`src/rtl/pair_slot_arb_pkg.sv`:
```
package pair_slot_arb_pkg;
  localparam int N_REQ  = 16;
  localparam int N_ENT  = 32;
  localparam int ID_W   = $clog2(N_REQ);
  localparam int SLOT_W = $clog2(N_ENT);
  localparam int HALF   = N_ENT / 2;
endpackage

```
`src/rtl/pair_slot_arb_ctr.sv`:
```
module pair_slot_arb_ctr #(
  parameter int SLOT_W = 5,
  parameter int HALF   = 16,
  parameter int N_REQ  = 16
) (
  input  logic              clk_i,
  input  logic              rst_ni,
  input  logic              pair_mode_i,
  input  logic              force_rr_i,
  input  logic [SLOT_W-1:0] scan_last_i,
  output logic [SLOT_W-1:0] slot_o,
  output logic              wrap_o
);
  localparam logic [SLOT_W-1:0] HALF_LAST = SLOT_W'(HALF - 1);
  localparam logic [SLOT_W-1:0] RR_LAST   = SLOT_W'(N_REQ - 1);

  logic [SLOT_W-1:0] slot_q, last;

  always_comb begin
    if (force_rr_i)       last = RR_LAST;
    else if (pair_mode_i) last = (scan_last_i > HALF_LAST) ? HALF_LAST : scan_last_i;
    else                  last = scan_last_i;
  end

  assign wrap_o = (slot_q >= last);
  assign slot_o = slot_q;

  always_ff @(posedge clk_i or negedge rst_ni) begin
    if (!rst_ni)     slot_q <= '0;
    else if (wrap_o) slot_q <= '0;
    else             slot_q <= slot_q + 1'b1;
  end
endmodule

```
`src/rtl/pair_slot_arb_tbl.sv`:
```
module pair_slot_arb_tbl #(
  parameter int N_ENT = 32,
  parameter int N_REQ = 16,
  parameter int ID_W  = 4,
  parameter int IDX_W = 5
) (
  input  logic             clk_i,
  input  logic             rst_ni,
  input  logic             wr_en_i,
  input  logic [IDX_W-1:0] wr_idx_i,
  input  logic [ID_W-1:0]  wr_id_i,
  input  logic             commit_i,
  input  logic [IDX_W-1:0] rd_a_idx_i,
  input  logic [IDX_W-1:0] rd_b_idx_i,
  output logic [ID_W-1:0]  rd_a_o,
  output logic [ID_W-1:0]  rd_b_o
);
  logic [N_ENT*ID_W-1:0] act_flat;

  for (genvar e = 0; e < N_ENT; e++) begin : g_ent
    localparam logic [ID_W-1:0] DEF = ID_W'(e % N_REQ);
    logic [ID_W-1:0] pend_q, act_q;
    logic            hit;
    assign hit = wr_en_i && (wr_idx_i == IDX_W'(e));
    always_ff @(posedge clk_i or negedge rst_ni) begin
      if (!rst_ni) begin
        pend_q <= DEF;
        act_q  <= DEF;
      end else begin
        if (hit)      pend_q <= wr_id_i;
        if (commit_i) act_q  <= hit ? wr_id_i : pend_q;
      end
    end
    assign act_flat[e*ID_W +: ID_W] = act_q;
  end

  assign rd_a_o = act_flat[rd_a_idx_i*ID_W +: ID_W];
  assign rd_b_o = act_flat[rd_b_idx_i*ID_W +: ID_W];
endmodule

```
`src/rtl/pair_slot_arb_pick.sv`:
```
module pair_slot_arb_pick #(
  parameter int N_REQ = 16,
  parameter int ID_W  = 4
) (
  input  logic             clk_i,
  input  logic             rst_ni,
  input  logic [ID_W-1:0]  prim_i,
  input  logic [ID_W-1:0]  sec_i,
  input  logic [N_REQ-1:0] need_i,
  output logic             grant_valid_o,
  output logic [ID_W-1:0]  grant_id_o
);
  // stage 1: owners of the slot plus the early need flags
  logic [ID_W-1:0]  prim_q, sec_q;
  logic [N_REQ-1:0] need_q;

  always_ff @(posedge clk_i or negedge rst_ni) begin
    if (!rst_ni) begin
      prim_q <= '0;
      sec_q  <= '0;
      need_q <= '0;
    end else begin
      prim_q <= prim_i;
      sec_q  <= sec_i;
      need_q <= need_i;
    end
  end

  // stage 2: primary first, secondary falls back
  always_ff @(posedge clk_i or negedge rst_ni) begin
    if (!rst_ni) begin
      grant_valid_o <= 1'b0;
      grant_id_o    <= '0;
    end else if (need_q[prim_q]) begin
      grant_valid_o <= 1'b1;
      grant_id_o    <= prim_q;
    end else if (need_q[sec_q]) begin
      grant_valid_o <= 1'b1;
      grant_id_o    <= sec_q;
    end else begin
      grant_valid_o <= 1'b0;
      grant_id_o    <= prim_q;
    end
  end
endmodule

```
`src/rtl/pair_slot_arb.sv`:
```
module pair_slot_arb
  import pair_slot_arb_pkg::*;
#(
  parameter int P_N_REQ = N_REQ,
  parameter int P_N_ENT = N_ENT,
  localparam int P_ID_W   = $clog2(P_N_REQ),
  localparam int P_SLOT_W = $clog2(P_N_ENT),
  localparam int P_HALF   = P_N_ENT / 2,
  localparam int P_HALF_W = P_SLOT_W - 1
) (
  input  logic                clk_i,
  input  logic                rst_ni,
  input  logic                pair_mode_i,
  input  logic                force_rr_i,
  input  logic [P_SLOT_W-1:0] scan_last_i,
  input  logic                wr_en_i,
  input  logic [P_SLOT_W-1:0] wr_idx_i,
  input  logic [P_ID_W-1:0]   wr_id_i,
  input  logic [P_N_REQ-1:0]  need_i,
  output logic                grant_valid_o,
  output logic [P_ID_W-1:0]   grant_id_o
);
  logic [P_SLOT_W-1:0] slot_q, rd_a_idx, rd_b_idx;
  logic                wrap;
  logic [P_ID_W-1:0]   rd_a, rd_b, prim, sec;

  pair_slot_arb_ctr #(.SLOT_W(P_SLOT_W), .HALF(P_HALF), .N_REQ(P_N_REQ)) u_ctr (
    .clk_i, .rst_ni, .pair_mode_i, .force_rr_i, .scan_last_i,
    .slot_o(slot_q), .wrap_o(wrap)
  );

  assign rd_a_idx = pair_mode_i ? {1'b0, slot_q[P_HALF_W-1:0]} : slot_q;
  assign rd_b_idx = {1'b1, slot_q[P_HALF_W-1:0]};

  pair_slot_arb_tbl #(.N_ENT(P_N_ENT), .N_REQ(P_N_REQ), .ID_W(P_ID_W), .IDX_W(P_SLOT_W)) u_tbl (
    .clk_i, .rst_ni, .wr_en_i, .wr_idx_i, .wr_id_i,
    .commit_i(wrap), .rd_a_idx_i(rd_a_idx), .rd_b_idx_i(rd_b_idx),
    .rd_a_o(rd_a), .rd_b_o(rd_b)
  );

  always_comb begin
    if (force_rr_i) begin
      prim = slot_q[P_ID_W-1:0];
      sec  = prim;
    end else if (pair_mode_i) begin
      prim = rd_a;
      sec  = rd_b;
    end else begin
      prim = rd_a;
      sec  = rd_a;
    end
  end

  pair_slot_arb_pick #(.N_REQ(P_N_REQ), .ID_W(P_ID_W)) u_pick (
    .clk_i, .rst_ni, .prim_i(prim), .sec_i(sec), .need_i,
    .grant_valid_o, .grant_id_o
  );
endmodule

```
`config.mk`:
```
export PLATFORM = sky130hd
export DESIGN_NAME = pair_slot_arb
export DESIGN_NICKNAME = d
export VERILOG_FILES = /design/src/rtl/pair_slot_arb_pkg.sv /design/src/rtl/pair_slot_arb_ctr.sv /design/src/rtl/pair_slot_arb_tbl.sv /design/src/rtl/pair_slot_arb_pick.sv /design/src/rtl/pair_slot_arb.sv
export SDC_FILE = /design/constraint.sdc
export NUM_CORES = 1
export LEC_CHECK = 0
export BUFFER_PORTS_ARGS = -buffer_cell sky130_fd_sc_hd__buf_2
export CAP_MARGIN = 20
export CORE_MARGIN = 2
export CORE_UTILIZATION = 47
export CTS_CLUSTER_DIAMETER = 150
export CTS_CLUSTER_SIZE = 12
export DETAILED_ROUTE_END_ITERATION = 8
export SLEW_MARGIN = 25
export SYNTH_ARGS = -nofsm -noshare
export SYNTH_HDL_FRONTEND = slang
export SYNTH_SLANG_ARGS = --single-unit
```
`constraint.sdc`:
```
create_clock -name clk_i -period 2.8 [get_ports clk_i]
set_input_delay 0.28 -clock clk_i [delete_from_list [all_inputs] [get_ports clk_i]]
set_output_delay 0.28 -clock clk_i [all_outputs]
set_load 0.03 [all_outputs]
```
# Word level (Yosys, flattened, before mapping)

Index checks and enable logic that the tools add are counted.
W data, S select, Z words.

Word-level logic and storage cells: 189
Input port bits: 35
Bits in registers: 290
Output and inout port bits: 5

Muxes and demuxes: 48
Shift-type cells: 2
$add $sub $neg: 1
Order comparisons: 4
Reduce and logical (&&, ||, !) cells: 33
Eq/ne operators: 31

Operators by type and width:

| kind                  | count |
|---|---|
| $shiftx A128 B8 Y4    | 2 |
| $mux W4               | 37 |
| $eq A5 B5 Y1 const B  | 16 |
| $eq A5 B4 Y1 const B  | 8 |
| $logic_and A1 B1 Y1   | 32 |
| $mux W5               | 5 |
| $eq A5 B3 Y1 const B  | 4 |
| $eq A5 B2 Y1 const B  | 2 |
| $lt A4 B5 Y1 const B  | 2 |
| $bmux W1 S4           | 2 |
| $add A5 B1 Y5 const B | 1 |
| $eq A5 B1 Y1 const B  | 1 |
| $ge A5 B5 Y1          | 1 |
| $gt A5 B4 Y1 const B  | 1 |
| $logic_not A5 Y1      | 1 |
| $mux W1               | 4 |

# Depth between registers and ports, before layout

Gate-level depths: netlist of the first run.

Word-level depth: 6
Mapped depth: 11
Gate-level depth less buffers: 9

# By module

Synthesis of the first run repeated with hierarchy kept, for this count alone.

Cell total of the unflattened synthesis: 1236
Area total of the unflattened synthesis: 13798.2 sq um

Modules (own cells, without submodules):

| module             | times used | area an instance (sq um) | sequential area each (sq um) | cells each |
|---|---|---|---|---|
| pair_slot_arb_tbl  | 1          | 12174.2                  | 6566.3                       | 1120 |
| pair_slot_arb_pick | 1          | 1122.3                   | 725.7                        | 56 |
| pair_slot_arb_ctr  | 1          | 360.3                    | 125.1                        | 36 |
| pair_slot_arb      | 1          | 141.4                    | 0.0                          | 24 |

# Worst setup path before layout of the first run

OpenSTA, ideal clock, no wires.

Path type: in2reg
From: input pair_mode_i
To: register u_tbl.g_ent[0].act_q[0]
Stages: 11
Path slack: 0.200 ns
Path buffers: 2
Setup time: 0.125 ns
Data arrival time: 2.476 ns
Data required time: 2.675 ns
Path through: a21o_1 or2_2 ha_1 nand2b_1 a21oi_1 nor2b_1 o21ai_0 a21oi_1 clkbuf_1 buf_2 mux2_2

Word-level cells in the longest chain between the ends: 3

RTL lines:

| element              | RTL line                | source |
|---|---|---|
| from (decl)          | pair_slot_arb.sv:13     | `input logic pair_mode_i,` |
| $mux W5              | pair_slot_arb_ctr.sv:21 | `else if (pair_mode_i) last = (scan_last_i > HALF_LAST) ? HALF_LAST : scan_last_i;` |
| $mux W5              | pair_slot_arb_ctr.sv:20 | `if (force_rr_i) last = RR_LAST;` |
| $ge A5 B5 Y1         | pair_slot_arb_ctr.sv:25 | `assign wrap_o = (slot_q >= last);` |
| to (signal assigned) | pair_slot_arb_tbl.sv:31 | `if (commit_i) act_q <= hit ? wr_id_i : pend_q;` |
| to (decl)            | pair_slot_arb_tbl.sv:22 | `logic [ID_W-1:0] pend_q, act_q;` |

No other way between the ends.
A chain may end at the register's enable or synchronous reset.

# Final worst setup path of the first run

From: register u_ctr.slot_q[0], in the netlist u_ctr.slot_o[0]
To: register u_tbl.g_ent[4].act_q[1]

Word-level cells in the longest chain between the ends: 1

RTL lines:

| element                | RTL line                | source |
|---|---|---|
| from (decl)            | pair_slot_arb_ctr.sv:17 | `logic [SLOT_W-1:0] slot_q, last;` |
| from (signal assigned) | pair_slot_arb_ctr.sv:31 | `else slot_q <= slot_q + 1'b1;` |
| $ge A5 B5 Y1           | pair_slot_arb_ctr.sv:25 |  |
| to (signal assigned)   | pair_slot_arb_tbl.sv:31 |  |
| to (decl)              | pair_slot_arb_tbl.sv:22 |  |

No other way between the ends.

==> out/metrics.csv, run 1 <==
stage;metric;value;unit
sta;FMAX;398;MHz
final_layout;area grow syn2layout;13.3;%
clock_network;cts bufs inserted;28;
hold_path;Min-Delay Endpoint;u_pick.prim_q[1];
worst_setup_path;worst flop-to-flop path endpoint;u_tbl.g_ent[4].act_q[1];
clock_network;H-tree depth;1;
synth;Synth Area in Compound Gates;3.75;%
route;met1 wire length;12.5;mm
sta;period utilisation layout;89.8;%
clock_network;Clock Pin Slew Worst Setup and Hold Paths;0.06;ns
hold_path;Worst Hold Class;in2reg;
synth;XOR/XNOR Fraction of Synth Area;0.210;%
power;Max VDD drop;0.000502;V
synth;syn_area_per_cell;14.7;sq um
route;DR DRC count;6;
placement;post-place instance area;13200;sq um
synth;simple-gate share of the synthesized area;4.10;%
route;routed vias/inst;5.67;
clock_network;clk_lat worst skew;0.54;ns
route;initial DRC count;431;
placement;hpwl dp;17.3;mm
sta;final setup TNS;0;ns
final_layout;Non-Filler Instances;1266;
global_routing;global-route wire length before repair;44.4;mm
worst_setup_path;critical path startpoint category;flip-flop;
die;Die Area;28000;sq um
final_layout;fin util;54.4;%
sta;skew final;0.0151;ns
final_layout;commonest non-fill, non-tap cells in the layout;mux2_2 (261), dfrtp_1 (161), dfstp_2 (128), mux2i_1 (61), buf_2 (38);
route;DR WL met2;13.1;mm
die;I/O pin count;40;
synth;syn nets;892;
synth;synthesis warning total;0;
sta;# setup viols final;0;
worst_setup_path;WP data arrival;2.94;ns
route;uppermost routed layer;met4;
global_routing;vias in the first global route;7834;
die;Die H;167;microns
final_layout;final instance area;14200;sq um
clock_network;post-CTS setup buffer count;0;
worst_setup_path;Critical Path Fanout Max;66;
route;drt wl/cell;21.5;microns
final_layout;fill count;2152;
sta;final worst path period need;2.51;ns
sta;Worst Max-Slew Pin Slew;0.858;ns
clock_network;post-cts repair resize count;0;
sta;final hold vios;0;
route;TritonRoute pass-1 iters;6;
final_layout;antenna cell count;0;
final_layout;most common cell after layout, fill and taps aside;mux2_2;
worst_setup_path;reg2reg path depth;9;
global_routing;pin count of the biggest net entering global routing;78;
synth;post-synthesis mux area share;30.6;%
sta;Slew Viols, Final;0;
placement;Port Buf Inserts;39;
die;chip width;167;microns
synth;largest family of logic cells by synthesized area;multiplexers;
sta;RSZ-0062 raised after global routing;no;
clock_network;CTS tree;done;
clock_network;clock root cell;clkbuf_16;
global_routing;total track usage;20.1;%
final_layout;fraction of layout cells with a size suffix above 1;52.8;%
power;Pwr per Cell Area;1070;nW/um^2
synth;post-synthesis sequential area ratio;59.1;%
die;Initial Util;48.0;%
outcome;failing checks;design-rule violations;
route;vias after detailed routing;7178;
worst_setup_path;Worst R2R Setup Slack;0.29;ns
outcome;status;finished with violations;
die;core area;26100;sq um
synth;Cell variety after synth;42;
hold_path;Worst Hold Depth;3;
hold_path;hold_sp;force_rr_i;
synth;synthesized cell area;12500;sq um
worst_setup_path;Critical Path RT;3.22;ns
power;leakage power figure;0.00613;uW
synth;Synth Instances;851;
sta;Slew HR;42.8;%
clock_network;clock sinks;290;
job;max-capacitance violation count;0;
clock_network;clock tree buffer depth;3;
route;final wirelength;27.2;mm
worst_setup_path;Critical Path Sink Type;flip-flop;
synth;Adder-Cell Fraction of Synth Area;0.599;%
die;Rows;59;
clock_network;hold buffers post-CTS;17;
placement;dpl cells;1199;
synth;Synth Register Bits;290;
global_routing;initial antenna violation count;0;
global_routing;GR Overflow Total;0;
final_layout;Final #Nets;952;
route;metal3 WL;1.08;mm
placement;gpl congestion;0.896;
worst_setup_path;R2R Path Start;u_ctr.slot_o[0];
route;antenna viol nets, final;0;
sta;worst hold slack;0.138;ns
worst_setup_path;Setup Crit Path Kind;reg2reg;
-- layer usage --
metal	track usage, %	vias to the layer above
met5	0	-
met2	32.8	143
met1	27.9	3774
met3	3.43	48
li1	-	3213
met4	5.52	0
-- power by group --
group          leakage (uW)  switching, uW  internal [uW]
logic               0.00236           2660           2690
registers           0.00339            617           5820
clock network      0.000387           1540           1920
-- Yosys cell counts --
cell type	n	area share, %
a22oi_1	21	1.3
nand4_1	1	0.050
dfstp_2	128	27
a211oi_1	2	0.12
dfrtp_1	162	32
and2_1	2	0.10
nand2b_1	6	0.30
a2bb2oi_1	1	0.070
nor3_1	7	0.28
a221oi_1	6	0.42
inv_1	2	0.060
nor3b_1	2	0.12
mux4_2	6	1.1
nand3_1	5	0.20
mux4_1	4	0.84
clkbuf_1	29	0.87
nor2_1	30	0.90
ha_1	6	0.60
o21ai_0	8	0.32
o22ai_1	1	0.050
or3_1	3	0.15
o41ai_1	2	0.14
xnor2_1	1	0.070
and2_0	1	0.050
nand2b_4	1	0.11
nand4b_1	3	0.21
or3b_2	1	0.070
buf_2	11	0.44
mux2_2	261	23
a21o_1	1	0.060
o31ai_1	5	0.30
o221ai_1	2	0.14
a22o_1	8	0.56
nand2_1	34	1.0
nor2b_1	9	0.45
or2_2	2	0.10
o211ai_1	2	0.12
a21oi_1	5	0.20
mux2_4	3	0.36
xor2_1	2	0.14
mux2i_1	61	4.9
buf_4	4	0.24
-- per-stage QoR --
step | setup slack [ns] | total power [uW]
2_1_floorplan | 0.200 | 10200
3_3_place_gp | 0.0360 | 11600
3_5_place_dp | 0.00154 | 11900
4_1_cts | 0.281 | 15400
5_1_grt | 0.0858 | 16100
6_report | 0.285 | 15200
-- area by class of cell --
type | instances | area, sq um | area share [%]
multi-input cells | 515 | 4930 | 34.7
well taps | 335 | 419 | 2.95
flip-flops and latches | 290 | 7420 | 52.2
clock inverters | 1 | 11.3 | 0.0793
clock buffers | 49 | 801 | 5.64
repair buffers | 74 | 611 | 4.30
inverters | 2 | 7.51 | 0.0528
-- kinds of logic (layout without fill, tap and decap cells) --
kind of cell               Yosys count  count (layout)
muxes                              335             335
DFF                                290             290
and+or+nand+nor                    107             107
AOI/OAI and AO/OA                   64              64
buffers and inverters               46             126
adders and majority gates            6               6
xor gates and xnor gates             3               3
-- registers in the layout (all words and copies together), names as in the netlist --
| name | flops |
|---|---|
| u_ctr.slot_o | 5 |
| u_pick.grant_id_o | 4 |
| u_pick.grant_valid_o | 1 |
| u_pick.need_q | 16 |
| u_pick.prim_q | 4 |
| u_pick.sec_q | 4 |
| u_tbl.g_ent.act_q | 128 |
| u_tbl.g_ent.pend_q | 128 |
-- critical path, cell delays in order (launching register included) --
cell and delay [ns]:
dfrtp_1 0.50, inv_1 0.11, ha_1 0.28, nand2b_1 0.10, a21oi_1 0.07, nor2b_1 0.10, o21ai_0 0.13, a21oi_4 0.29
buf_12 0.34, mux2_2 0.38
-- worst max path at each step --
stage	start	to	slack, ns	cells after the start
2_1_floorplan	pair_mode_i	u_tbl.g_ent[0].act_q[0]	0.20	11
3_3_place_gp	pair_mode_i	u_tbl.g_ent[2].act_q[2]	0.04	11
3_5_place_dp	pair_mode_i	u_tbl.g_ent[7].act_q[3]	0.002	11
4_1_cts	u_ctr.slot_o[0]	u_tbl.g_ent[7].act_q[3]	0.28	9
5_1_grt	u_ctr.slot_o[0]	u_tbl.g_ent[4].act_q[1]	0.09	9
6_report	u_ctr.slot_o[0]	u_tbl.g_ent[4].act_q[1]	0.29	9
(Power assumes the default switching activity.)
==> run 2: changes to the inputs <==
--- a/config.mk
+++ b/config.mk
@@ -8,11 +8,13 @@
 export BUFFER_PORTS_ARGS = -buffer_cell sky130_fd_sc_hd__buf_2
 export CAP_MARGIN = 20
 export CORE_MARGIN = 2
-export CORE_UTILIZATION = 47
+export CORE_UTILIZATION = 49
 export CTS_CLUSTER_DIAMETER = 150
 export CTS_CLUSTER_SIZE = 12
 export DETAILED_ROUTE_END_ITERATION = 8
-export SLEW_MARGIN = 25
+export PLACE_DENSITY = 0.65
+export SLEW_MARGIN = 20
 export SYNTH_ARGS = -nofsm -noshare
 export SYNTH_HDL_FRONTEND = slang
+export SYNTH_HIERARCHICAL = 1
 export SYNTH_SLANG_ARGS = --single-unit
==> run 2 against run 1 <==
The run now ends clean. First-iteration DRC count rose by 140%. Clock skew fell by 0.00051 ns. Utilization rose by 0.93 points. Non-clock buffer count rose by 14. Clock power rose by 2%. Die area rose by 5.4%. Power rose by 20%. Count of clock-buffer cells in the layout rose by 2. Final area rose by 8.1%. Final cell count rose by 30%. Largest cell class unchanged. Highest routed layer unchanged.
==> out/metrics.csv, run 2 <==
stage;metric;value;unit
outcome;status;completed;
sta;RSZ-0062 raised after global routing;no;
power;leakage power figure;0.00638;uW
sta;final setup TNS;0;ns
synth;count leader, synth;dfrtp_1;
clock_network;post-cts repair resize count;0;
synth;synthesis warning total;6;
synth;share of the synthesized area in the top cell type;29.4;%
synth;Synth Instances;1236;
sta;FMAX;384;MHz
worst_setup_path;most used cell along the critical path;mux4_2;
final_layout;antenna cell count;0;
synth;post-synthesis sequential area ratio;53.8;%
sta;# setup viols final;0;
synth;Synth Register Bits;290;
global_routing;GR Overflow Total;0;
die;core area;27800;sq um
die;Die H;172;microns
global_routing;initial antenna violation count;0;
synth;syn nets;1277;
route;TritonRoute pass-1 iters;7;
hold_path;Min-Delay Endpoint;u_pick/sec_q[1];
sta;final worst path period need;2.60;ns
synth;Cell variety after synth;43;
route;antenna viol nets, final;0;
die;I/O pin count;40;
power;Pwr per Cell Area;1190;nW/um^2
hold_path;Worst Hold Depth;2;
worst_setup_path;Critical Path RT;3.20;ns
sta;period utilisation layout;92.9;%
clock_network;Clock Pin Slew Worst Setup and Hold Paths;0.07;ns
placement;gpl congestion;0.819;
worst_setup_path;CP Cell Sequence;buf_12 -> mux4_2 -> mux4_2 -> mux2_2 -> inv_1 -> o21ai_0;
synth;most frequent cells after synthesis;dfrtp_1 (162), nand2_1 (135), o21ai_0 (134), nor2_1 (133), nand3_1 (130);
sta;Slew Viols, Final;0;
synth;ys async rst share;100;%
sta;skew final;0.0146;ns
final_layout;Final #Nets;1281;
worst_setup_path;worst flop-to-flop path endpoint;u_pick/prim_q[2];
synth;simple-gate share of the synthesized area;13.7;%
die;Die Area;29500;sq um
final_layout;fraction of layout cells with a size suffix above 1;26.9;%
worst_setup_path;Worst R2R Setup Slack;0.20;ns
route;vias after detailed routing;10315;
worst_setup_path;reg2reg path depth;6;
route;drt wl/cell;22.2;microns
synth;synthesized cell area;13800;sq um
sta;Worst Max-Slew Pin Slew;0.880;ns
die;chip width;172;microns
route;final wirelength;36.4;mm
worst_setup_path;Critical Path Fanout Max;28;
die;Rows;61;
sta;Slew HR;41.3;%
clock_network;post-CTS setup buffer count;0;
synth;ys flop type;dfrtp_1;
synth;Synth Area in Compound Gates;11.4;%
hold_path;Worst Hold Class;in2reg;
worst_setup_path;critical path startpoint category;flip-flop;
clock_network;CTS tree;done;
synth;Adder-Cell Fraction of Synth Area;0.544;%
power;total power;18300;uW
die;Initial Util;49.7;%
job;max-capacitance violation count;0;
synth;largest cells by area after synthesis;dfrtp_1 (29%), dfstp_2 (24%), mux4_2 (13%);
placement;hpwl dp;21.8;mm
worst_setup_path;Slowest cell on crit path;dfrtp_4;
worst_setup_path;Setup Crit Path Kind;reg2reg;
worst_setup_path;R2R Path Start;u_ctr/slot_o[1];
synth;XOR/XNOR Fraction of Synth Area;0.190;%
final_layout;commonest non-fill, non-tap cells in the layout;dfrtp_1 (160), nand2_1 (135), o21ai_0 (134), nor2_1 (132), nand3_1 (130);
final_layout;Largest regs;u_tbl/g_ent.act_q x128, u_tbl/g_ent.pend_q x128, u_pick/need_q x16;
clock_network;clock tree buffer depth;3;
placement;Port Buf Inserts;39;
clock_network;clock sinks;290;
global_routing;total track usage;25.3;%
synth;largest area contributor in the netlist;dfrtp_1;
clock_network;clock root cell;clkbuf_16;
final_layout;most common cell after layout, fill and taps aside;dfrtp_1;
synth;post-synthesis mux area share;16.6;%
clock_network;clk_lat worst skew;0.55;ns
worst_setup_path;WP data arrival;3.00;ns
synth;syn_area_per_cell;11.2;sq um
route;routed vias/inst;6.29;
clock_network;hold buffers post-CTS;17;
route;DR DRC count;0;
route;initial DRC count;1053;
sta;final hold vios;0;
final_layout;area grow syn2layout;11.3;%
global_routing;global-route wire length before repair;57.3;mm
power;Max VDD drop;0.000604;V
synth;largest family of logic cells by synthesized area;multiplexers;
worst_setup_path;Critical Path Sink Type;flip-flop;
global_routing;pin count of the biggest net entering global routing;90;
clock_network;cts bufs inserted;28;
hold_path;hold_sp;force_rr_i;
synth;Post-synth EDFFs;0;
global_routing;vias in the first global route;9906;
worst_setup_path;Slowest Stage Delay on Critical Path;0.65;ns
clock_network;H-tree depth;1;
-- run 2: cell count changes in the layout (fill, tap and decap cells not counted), moves of 14 or more --
cell	before	now
buf_4	10	24
mux2_2	261	10
o21ai_0	8	134
nand3_1	5	130
nor2_1	30	132
mux2i_1	61	11
a22oi_1	21	0
a31oi_1	0	128
nand2_1	34	135
mux4_2	6	81
-- run 2: worst max-delay path by stage --
stage / depth (start not counted) / endpoint / start / slack, ns
4_1_cts: 6 / u_pick/sec_q[1] / u_ctr/slot_o[1] / 0.19
6_report: 6 / u_pick/prim_q[2] / u_ctr/slot_o[1] / 0.20
5_1_grt: 6 / u_pick/prim_q[2] / u_ctr/slot_o[1] / 0.07
3_3_place_gp: 6 / u_pick/prim_q[2] / u_ctr/slot_o[1] / 0.23
2_1_floorplan: 7 / u_pick/sec_q[3] / u_ctr/slot_o[1] / 0.48
3_5_place_dp: 6 / u_pick/sec_q[3] / u_ctr/slot_o[1] / 0.19
-- run 2: area by class of cell --
type                            count  area [sq um]
Sequential cell                   290          7420
Multi-Input combinational cell    825          5900
Clock buffer                       51           808
Clock inverter                      1          11.3
Tap cell                          378           473
Fill cell                        2367         12400
Inverter                            7          26.3
Timing Repair Buffer               88           716
-- run 2: kinds of logic after synthesis --
family	count (synthesis)
simple gates	425
xor+xnor	3
buf+inv	121
other cells	1
compound gates	277
flops	290
fa+ha+maj	6
mux	113
-- run 2: worst max-delay path, delay by kind of cell (launching register included) --
family                 cells  cell delay, ns
DFF                        1            0.65
AOI/OAI and AO/OA          1            0.14
buffers and inverters      2            0.34
muxes                      3            1.28
-- run 2: per-stage QoR --
step                      hold WS (ns)  cells  cell area, sq um  utilization (%)  setup WS [ns]
final                            0.120   1640             15400             55.3          0.198
after global routing             0.132   1640             15400             55.3         0.0694
after CTS                        0.105   1640             15400             55.3          0.188
after detailed placement         0.295   1571             14400             51.7          0.195
after global placement           0.292   1571             14400             51.7          0.230
after floorplan                -0.0156   1236             13800                -          0.480
-- run 2: power breakdown --
| part | internal [uW] | switching [uW] |
|---|---|---|
| combinational | 3750 | 3480 |
| sequential | 6220 | 1350 |
| clock | 1940 | 1590 |
| total | 11900 | 6420 |
-- run 2: per-layer routing --
layer	GRT usage (%)	share of wire, %	vias to the layer above
met1	37.6	43	5251
met2	39.5	47	447
met5	0	0	-
met3	3.77	8.2	61
li1	-	-	4556
met4	6.14	2.1	0
==> run 3: changes to the inputs <==
--- a/config.mk
+++ b/config.mk
@@ -13,6 +13,7 @@
 export CTS_CLUSTER_SIZE = 12
 export DETAILED_ROUTE_END_ITERATION = 8
 export PLACE_DENSITY = 0.65
+export RECOVER_POWER = 25
 export SLEW_MARGIN = 20
 export SYNTH_ARGS = -nofsm -noshare
 export SYNTH_HDL_FRONTEND = slang
==> constraint.sdc (replaced) <==
create_clock -name clk_i -period 2.8 [get_ports clk_i]
set_input_delay 0.14 -clock clk_i [delete_from_list [all_inputs] [get_ports clk_i]]
set_output_delay 0.14 -clock clk_i [all_outputs]
set_load 0.03 [all_outputs]
==> run 3 against run 2 <==
Sequential share of layout area about the same. Maximum frequency rose by 0.71%. First-iteration DRC count up 7.5%. Clock power hardly changed. Die area unchanged.
==> out/metrics.csv, run 3 (same netlist as run 2, synthesis figures left out) <==
stage;metric;value;unit
power;P_int;11900;uW
hold_path;hold_sp;pair_mode_i;
worst_setup_path;Critical Path Fanout Max;28;
sta;period utilisation layout;92.3;%
route;antenna viol nets, final;0;
worst_setup_path;Worst R2R Setup Slack;0.22;ns
worst_setup_path;Slowest Stage Delay on Critical Path;0.66;ns
final_layout;commonest non-fill, non-tap cells in the layout;dfrtp_1 (160), nand2_1 (135), o21ai_0 (134), nor2_1 (132), nand3_1 (130);
die;Die Area;29500;sq um
power;Reg power frac;41.6;%
clock_network;CTS tree;done;
power;Sw Share;35.0;%
die;Initial Util;49.7;%
power;Combinational Power Share;39.1;%
sta;RSZ-0062 raised after global routing;no;
clock_network;H-tree depth;1;
route;drt wl/cell;22.5;microns
clock_network;clock root cell;clkbuf_16;
clock_network;clock sinks;290;
die;Die H;172;microns
sta;Slew HR;34.8;%
final_layout;area grow syn2layout;11.3;%
worst_setup_path;worst flop-to-flop path endpoint;u_pick/sec_q[2];
placement;gpl congestion;0.802;
final_layout;fraction of layout cells with a size suffix above 1;26.5;%
worst_setup_path;CP Cell Sequence;buf_12 -> mux4_2 -> mux4_2 -> mux2_2 -> mux2i_1 -> o21ai_1;
global_routing;global-route wire length before repair;57.6;mm
clock_network;post-cts repair resize count;0;
worst_setup_path;Critical Path Sink Type;flip-flop;
worst_setup_path;most used cell along the critical path;mux4_2;
global_routing;vias in the first global route;9899;
power;Pwr per Cell Area;1190;nW/um^2
die;Rows;61;
placement;hpwl dp;21.9;mm
clock_network;post-CTS setup buffer count;0;
outcome;status;completed;
clock_network;Clock Pin Slew Worst Setup and Hold Paths;0.07;ns
power;clock share of power;19.3;%
final_layout;antenna cell count;0;
sta;Slew Viols, Final;0;
sta;FMAX;387;MHz
global_routing;initial antenna violation count;0;
die;I/O pin count;40;
worst_setup_path;Critical Path RT;3.23;ns
clock_network;cts bufs inserted;28;
final_layout;most common cell after layout, fill and taps aside;dfrtp_1;
worst_setup_path;reg2reg path depth;6;
hold_path;Worst Hold Depth;3;
job;max-capacitance violation count;0;
hold_path;Min-Delay Endpoint;u_pick/sec_q[1];
worst_setup_path;critical path startpoint category;flip-flop;
sta;final hold vios;0;
sta;final setup TNS;0;ns
hold_path;Worst Hold Class;in2reg;
sta;skew final;0.0145;ns
route;final wirelength;36.9;mm
route;routed vias/inst;6.26;
route;TritonRoute pass-1 iters;6;
sta;Worst Max-Slew Pin Slew;0.978;ns
clock_network;clk_lat worst skew;0.55;ns
clock_network;clock tree buffer depth;3;
route;vias after detailed routing;10268;
worst_setup_path;R2R Path Start;u_ctr/slot_o[1];
final_layout;fin util;55.3;%
worst_setup_path;Setup Crit Path Kind;reg2reg;
global_routing;pin count of the biggest net entering global routing;101;
global_routing;total track usage;25.6;%
route;initial DRC count;1132;
power;leakage power figure;0.00637;uW
power;Max VDD drop;0.000624;V
die;chip width;172;microns
sta;final worst path period need;2.58;ns
sta;# setup viols final;0;
route;DR DRC count;0;
final_layout;Final #Nets;1281;
power;NetSw;6410;uW
worst_setup_path;WP data arrival;3.01;ns
die;core area;27800;sq um
final_layout;Largest regs;u_tbl/g_ent.act_q x128, u_tbl/g_ent.pend_q x128, u_pick/need_q x16;
worst_setup_path;Slowest cell on crit path;dfrtp_4;
global_routing;GR Overflow Total;0;
placement;Port Buf Inserts;39;
## run 3: timing repair
item,CTS,global route
setup endpoints to repair,0,0
hold buffers,18,0
hold endpoints to repair,63,0
## run 3: layer usage
metal / part of all wire (%) / global-route usage [%]
met1: 44 / 38.4
met2: 46 / 39.0
met3: 7.5 / 4.16
met4: 2.3 / 6.47
met5: 0 / 0
## run 3: power groups by stage
| stage | clock, uW | combinational (uW) | sequential, uW |
|---|---|---|---|
| finish | 3540 | 7160 | 7630 |
| global route | 3780 | 7860 | 7780 |
| detailed placement | 0 | 7150 | 7630 |
| global placement | 0 | 6910 | 7580 |
| floorplan | 0 | 5820 | 6960 |
| CTS | 3610 | 7160 | 7580 |
## run 3: stage by stage
step / area, sq um / std cells / setup WS, ns / power (uW) / hold slack (ns)
4_1_cts: 15400 / 1639 / 0.207 / 18300 / 0.0395
2_1_floorplan: 13800 / 1236 / 0.480 / 12800 / -0.156
6_report: 15400 / 1639 / 0.217 / 18300 / 0.0509
5_1_grt: 15400 / 1639 / 0.0790 / 19400 / 0.0718
3_5_place_dp: 14400 / 1570 / 0.217 / 14800 / 0.236
3_3_place_gp: 14400 / 1570 / 0.252 / 14500 / 0.236
## run 3: worst max-delay path, delay by kind of cell (launching register included)
kind | cells | cell delay, ns
AO/OA/AOI/OAI | 1 | 0.07
multiplexers | 4 | 1.43
buffers and inverters | 1 | 0.28
flip-flops | 1 | 0.66
## run 3: cell type report
cell class / instances / area (sq um)
Multi-Input combinational cell: 825 / 5900
Inverter: 7 / 26.3
Timing Repair Buffer: 88 / 719
Clock buffer: 50 / 805
Clock inverter: 1 / 11.3
Tap cell: 378 / 473
Sequential cell: 290 / 7420
Fill cell: 2342 / 12400
## run 3: how the worst max path moves through the flow
stage                          from              end  slack, ns  cells after the start
finish              u_ctr/slot_o[1]  u_pick/sec_q[2]       0.22                      6
global route        u_ctr/slot_o[1]  u_pick/sec_q[2]       0.08                      6
CTS                 u_ctr/slot_o[1]  u_pick/sec_q[3]       0.21                      6
detailed placement  u_ctr/slot_o[1]  u_pick/sec_q[3]       0.22                      6
global placement    u_ctr/slot_o[1]  u_pick/sec_q[2]       0.25                      6
floorplan           u_ctr/slot_o[1]  u_pick/sec_q[3]       0.48                      7
